File: config.mk
export PLATFORM = sky130hd
export DESIGN_NAME = pmac_unit
export DESIGN_NICKNAME = d
export VERILOG_FILES = /design/src/rtl/pmac_pkg.sv /design/src/rtl/pmac_lane_mult.sv /design/src/rtl/pmac_prod_stage.sv /design/src/rtl/pmac_combine.sv /design/src/rtl/pmac_unit.sv
export SDC_FILE = /design/constraint.sdc
export NUM_CORES = 2
export LEC_CHECK = 0
export ABC_AREA = 1
export CAP_MARGIN = 20
export CORE_MARGIN = 3
export CORE_UTILIZATION = 27
export CTS_CLUSTER_SIZE = 16
export DETAILED_ROUTE_END_ITERATION = 8
export SLEW_MARGIN = 10
export SYNTH_ARGS = -nofsm -noshare
export SYNTH_HDL_FRONTEND = slang
export SYNTH_HIERARCHICAL = 1
export SYNTH_SLANG_ARGS = --single-unit
File: constraint.sdc
create_clock -name clk -period 7.9 [get_ports clk]
set_input_delay 1.58 -clock clk [delete_from_list [all_inputs] [get_ports clk]]
set_output_delay 1.58 -clock clk [all_outputs]
set_load 0.01 [all_outputs]
File: src/rtl/pmac_pkg.sv
// Shared definitions for the packed multiply unit.
// Assumes the op code is two bits wide and fixed by the requirements.
package pmac_pkg;
    typedef enum logic [1:0] {
        OP_MUL_LO = 2'b00,
        OP_MUL_HI = 2'b01,
        OP_MADD   = 2'b10,
        OP_RSVD   = 2'b11
    } pmac_op_e;
endpackage

File: src/rtl/pmac_lane_mult.sv
// One lane multiplier: full-width signed product of two W-bit lanes.
// Purely combinational; the caller registers the product.
module pmac_lane_mult #(
    parameter int W = 16
) (
    input  logic [W-1:0]   lane_a,
    input  logic [W-1:0]   lane_b,
    output logic [2*W-1:0] prod
);
    // Signed two's-complement multiply, full product kept.
    always_comb begin
        prod = $signed(lane_a) * $signed(lane_b);
    end
endmodule

File: src/rtl/pmac_prod_stage.sv
// First pipeline stage: holds the lane products, op code and a valid flag.
// Assumes products arrive already computed for the current cycle.
module pmac_prod_stage
    import pmac_pkg::*;
#(
    parameter int LANES  = 4,
    parameter int PROD_W = 32,
    localparam int VEC_W = LANES * PROD_W
) (
    input  logic             clk,
    input  logic             rst_n,
    input  logic             in_valid,
    input  pmac_op_e         in_op,
    input  logic [VEC_W-1:0] in_prod,
    output logic             q_valid,
    output pmac_op_e         q_op,
    output logic [VEC_W-1:0] q_prod
);
    // Capture products and op on issue; valid follows start every cycle.
    always_ff @(posedge clk) begin
        if (!rst_n) begin
            q_valid <= 1'b0;
            q_op    <= OP_MUL_LO;
            q_prod  <= '0;
        end else begin
            q_valid <= in_valid;
            if (in_valid) begin
                q_op   <= in_op;
                q_prod <= in_prod;
            end
        end
    end
endmodule

File: src/rtl/pmac_combine.sv
// Second pipeline stage: picks low or high product halves, or sums
// neighbouring products, then registers the result and the done pulse.
// Assumes LANES is even; the result keeps its value while no valid arrives.
module pmac_combine
    import pmac_pkg::*;
#(
    parameter int LANES  = 4,
    parameter int LANE_W = 16,
    localparam int PROD_W = 2 * LANE_W,
    localparam int VEC_W  = LANES * PROD_W,
    localparam int DATA_W = LANES * LANE_W,
    localparam int PAIRS  = LANES / 2
) (
    input  logic              clk,
    input  logic              rst_n,
    input  logic              s_valid,
    input  pmac_op_e          s_op,
    input  logic [VEC_W-1:0]  s_prod,
    output logic [DATA_W-1:0] result,
    output logic              done
);
    logic [DATA_W-1:0] lo_vec;
    logic [DATA_W-1:0] hi_vec;
    logic [DATA_W-1:0] madd_vec;
    logic [DATA_W-1:0] next_res;

    genvar gi;
    generate
        for (gi = 0; gi < LANES; gi++) begin : g_half
            // Split each product into its two halves.
            assign lo_vec[gi*LANE_W +: LANE_W] = s_prod[gi*PROD_W +: LANE_W];
            assign hi_vec[gi*LANE_W +: LANE_W] = s_prod[gi*PROD_W + LANE_W +: LANE_W];
        end
        for (gi = 0; gi < PAIRS; gi++) begin : g_pair
            // Wrapping sum of two neighbouring products.
            assign madd_vec[gi*PROD_W +: PROD_W] =
                s_prod[(2*gi)*PROD_W +: PROD_W] + s_prod[(2*gi+1)*PROD_W +: PROD_W];
        end
    endgenerate

    // Select the output form from the op code carried with the products.
    always_comb begin
        case (s_op)
            OP_MUL_LO: next_res = lo_vec;
            OP_MUL_HI: next_res = hi_vec;
            OP_MADD:   next_res = madd_vec;
            default:   next_res = '0;
        endcase
    end

    // Register the result on valid and pulse done for one cycle.
    always_ff @(posedge clk) begin
        if (!rst_n) begin
            result <= '0;
            done   <= 1'b0;
        end else begin
            done <= s_valid;
            if (s_valid) begin
                result <= next_res;
            end
        end
    end
endmodule

File: src/rtl/pmac_unit.sv
// Top of the packed multiply / multiply-add pipeline.
// Splits the operands into lanes, multiplies per lane, and passes the
// products through two register stages. Accepts one issue per cycle.
module pmac_unit
    import pmac_pkg::*;
#(
    parameter int LANES  = 4,
    parameter int LANE_W = 16,
    localparam int PROD_W = 2 * LANE_W,
    localparam int VEC_W  = LANES * PROD_W,
    localparam int DATA_W = LANES * LANE_W
) (
    input  logic              clk,
    input  logic              rst_n,
    input  logic              start,
    input  logic [1:0]        op,
    input  logic [DATA_W-1:0] src_a,
    input  logic [DATA_W-1:0] src_b,
    output logic [DATA_W-1:0] result,
    output logic              done
);
    logic [VEC_W-1:0] prod_raw;
    logic [VEC_W-1:0] prod_q;
    logic             valid_q;
    pmac_op_e         op_q;
    pmac_op_e         op_in;

    assign op_in = pmac_op_e'(op);

    genvar gl;
    generate
        for (gl = 0; gl < LANES; gl++) begin : g_lane
            pmac_lane_mult #(.W(LANE_W)) u_mult (
                .lane_a (src_a[gl*LANE_W +: LANE_W]),
                .lane_b (src_b[gl*LANE_W +: LANE_W]),
                .prod   (prod_raw[gl*PROD_W +: PROD_W])
            );
        end
    endgenerate

    pmac_prod_stage #(.LANES(LANES), .PROD_W(PROD_W)) u_stage1 (
        .clk      (clk),
        .rst_n    (rst_n),
        .in_valid (start),
        .in_op    (op_in),
        .in_prod  (prod_raw),
        .q_valid  (valid_q),
        .q_op     (op_q),
        .q_prod   (prod_q)
    );

    pmac_combine #(.LANES(LANES), .LANE_W(LANE_W)) u_stage2 (
        .clk     (clk),
        .rst_n   (rst_n),
        .s_valid (valid_q),
        .s_op    (op_q),
        .s_prod  (prod_q),
        .result  (result),
        .done    (done)
    );
endmodule

==> results.tsv <==
metric	value	unit
final.setup.tns	0	ns
core	208000	sq um
status	finished clean	
crit_path_max_incr_delay	0.69	ns
numCtsBuffers	17	
worstPathCellList	clkdlybuf4s50_1 > nand2_1 > inv_1 > fa_1 > buf_4 > fa_1 > fa_1 > fa_1 > fa_1 > inv_1 > fa_1 > inv_1 > ha_1 > a21oi_1 > o21ai_0 > a21oi_1 > nand3_1 > xor2_1 > inv_1 > nand2_1 > nand2_1 > nor2_1	
synth_edf_count	0	
dp_hpwl	138000	microns
postSynthAreaPerCell	6.97	sq um
synthCells	8143	
required	8.30	ns
wl_per_cell	14.2	microns
crit_fanout	10	
cts.sinks	196	
cts.clk_slew.worst_paths	0.07	ns
fmax	137	MHz
fin_util	30.3	%
maxSlewHeadroom	26.6	%
antenna_found_initial	3	
ys_ff_latch	196	
cts_setup_buffers	0	
period_minus_slack	7.28	ns
grt_overflow	0	
drc_errors	0	
cts_tree	yes	
vias	46945	
drt_iter0_drc	2493	
synthesis.area	56800	sq um
crit_buf_inv	6	
finalSetupViolCount	0	
slew_viol_final	0	
syn2layout_area_growth	11.0	%
rows	167	
grt_use_total	14.8	%
start_util	27.3	%
skew	0.0142	ns
gp_congestion	0.936	
hold_viol	0	
timing.final.crit_share	92.2	%
wirelength	157000	microns
rsz0062_at_grt	false	
start_kind	primary input	
ctsResizeCount	0	
die-height	465	microns
critPathMostFrequentCell	fa_1	
drtAntennaViolNets	0	
arrival	7.68	ns
fillers	23017	
hold_buffers	0	
critPathTopFamily	adder cells	
grt_start_max_net_pins	135	
final_nets	9822	
min_path_type	flop to flop	
yosysWarnings	6	
cp_slowest_cell	fa_1	
pin_count	198	
cts-root-buf	clkbuf_16	
dieArea	216000	sq um
synthArstFlopShare	0	%
critPathKind	primary input to flop	
drive_above_1_share	5.39	%
seq_area_frac_synth	6.91	%
yosysUniqueCellTypes	40	
clk_latency	0.46	ns
grt_pass1_wl	259000	microns
maxCapViolCount	0	
numPortBuffers	197	
drt_pass1_iterations	6	
worstMarginPinSlew	1.10	ns
fp.dieW	465	microns
critPathCaptureType	flop	
ys.flop_type	dfxtp_1	
grt_pass1_vias	47879	
h-tree-depth	4	
via_per_inst	4.25	
syn_nets	9716	
clock_path_buffers	2	
-- layout make-up --
cell class / instances / area (sq um) / share of cell area, %
multi-input combinational: 5381 / 43000 / 68.3
clock buffer: 19 / 453 / 0.719
tap: 2788 / 3490 / 5.54
sequential: 196 / 3930 / 6.23
inverter: 2249 / 8440 / 13.4
clock inverter: 13 / 148 / 0.234
timing repair buffer: 404 / 3540 / 5.62
antenna: 2 / 5.00 / 0.00794
-- through the flow --
stage	setup WS, ns	instance area [sq um]	std cells	hold WS (ns)
after floorplan	1.09	56800	8143	0.466
after global placement	0.162	62400	11018	0.455
after detailed placement	0.213	62400	11018	0.455
after CTS	0.684	63000	11050	0.467
after global routing	0.282	63000	11052	0.491
final	0.617	63000	11052	0.466
-- flip-flops by register name (all words and copies together), names as in the netlist --
name              count
u_stage2/result      64
u_stage1/q_valid      1
u_stage2/done         1
u_stage1/q_op         2
u_stage1/q_prod     128
-- path summary, 6_finish.rpt --
kind / startpoint / endpoint / slack [ns] / cells after the start
worst max-delay path: src_a[15] / u_stage1/q_prod[20] / 0.62 / 22
worst min-delay path: u_stage2/result[5] / u_stage2/result[5] / 0.47 / 2
worst max register to register: u_stage1/q_prod[96] / u_stage2/result[60] / 5.33 / 14
worst min register to register: u_stage2/result[5] / u_stage2/result[5] / 0.47 / 2
-- Yosys cell counts (all sizes together), types with 29 or more instances --
library cell / number / share of area [%]
o21bai: 29 / 0.39
nand2: 2534 / 17
buf: 59 / 0.74
clkbuf: 258 / 1.7
nand4: 58 / 0.64
fa: 1050 / 37
nor3: 36 / 0.46
inv: 2248 / 15
nand3: 270 / 2.5
dfxtp: 196 / 6.9
a21oi: 225 / 2.1
o21ai: 59 / 0.52
nor2: 548 / 3.9
xor2: 72 / 1.1
ha: 390 / 8.6
-- routing by layer --
layer | share of wire, % | vias to the layer above | track usage (%)
met3 | 3.5 | 194 | 1.46
li1 | - | 23430 | -
met1 | 43 | 22490 | 18.8
met4 | 4.3 | 2 | 5.43
met2 | 49 | 829 | 25.9
met5 | 0.0083 | - | 0
-- layout by cell type, fill, tap and decap left out, types with 3 or more instances in the layout --
| master | count |
|---|---|
| nand2_1 | 2474 |
| inv_1 | 2217 |
| fa_1 | 1050 |
| nor2_1 | 501 |
| ha_1 | 390 |
| nand3_1 | 255 |
| a21oi_1 | 212 |
| buf_4 | 207 |
| clkdlybuf4s50_1 | 195 |
| dfxtp_1 | 195 |
| xor2_1 | 72 |
| nand2_2 | 60 |
| nand4_1 | 58 |
| o21ai_0 | 44 |
| nor2_2 | 37 |
| inv_2 | 31 |
| o21bai_1 | 28 |
| a22o_1 | 24 |
| xnor2_1 | 23 |
| nor3_1 | 20 |
| or2_2 | 18 |
| clkbuf_16 | 17 |
| nand3b_1 | 17 |
| nor3_2 | 16 |
| nand3_2 | 15 |
| o21ai_1 | 15 |
| a21oi_2 | 13 |
| nor2_4 | 10 |
| a21o_1 | 8 |
| and2_1 | 6 |
| o211ai_1 | 5 |
| clkinv_4 | 3 |
| clkbuf_8 | 3 |
| clkinvlp_4 | 3 |
| or2_1 | 3 |
-- tightest hold or removal path: stages, from the launching register on --
cell,delay (ns)
dfxtp_1,0.31
nand2_1,0.06
a21oi_1,0.05
-- kinds of logic (layout without fill, tap and decap cells) --
kind of cell,count (synthesis),after routing,share of synthesized area (%)
flops,196,196,6.91
compound gates,353,353,3.56
simple gates,3493,3493,25.1
fa+ha+maj,1440,1440,45.6
buf+inv,2566,2685,17.3
xor+xnor,95,95,1.47
other cells,0,2,0
Power is not shown: default switching activity piles up to over one toggle a cycle in this logic, so the estimate is an artifact.
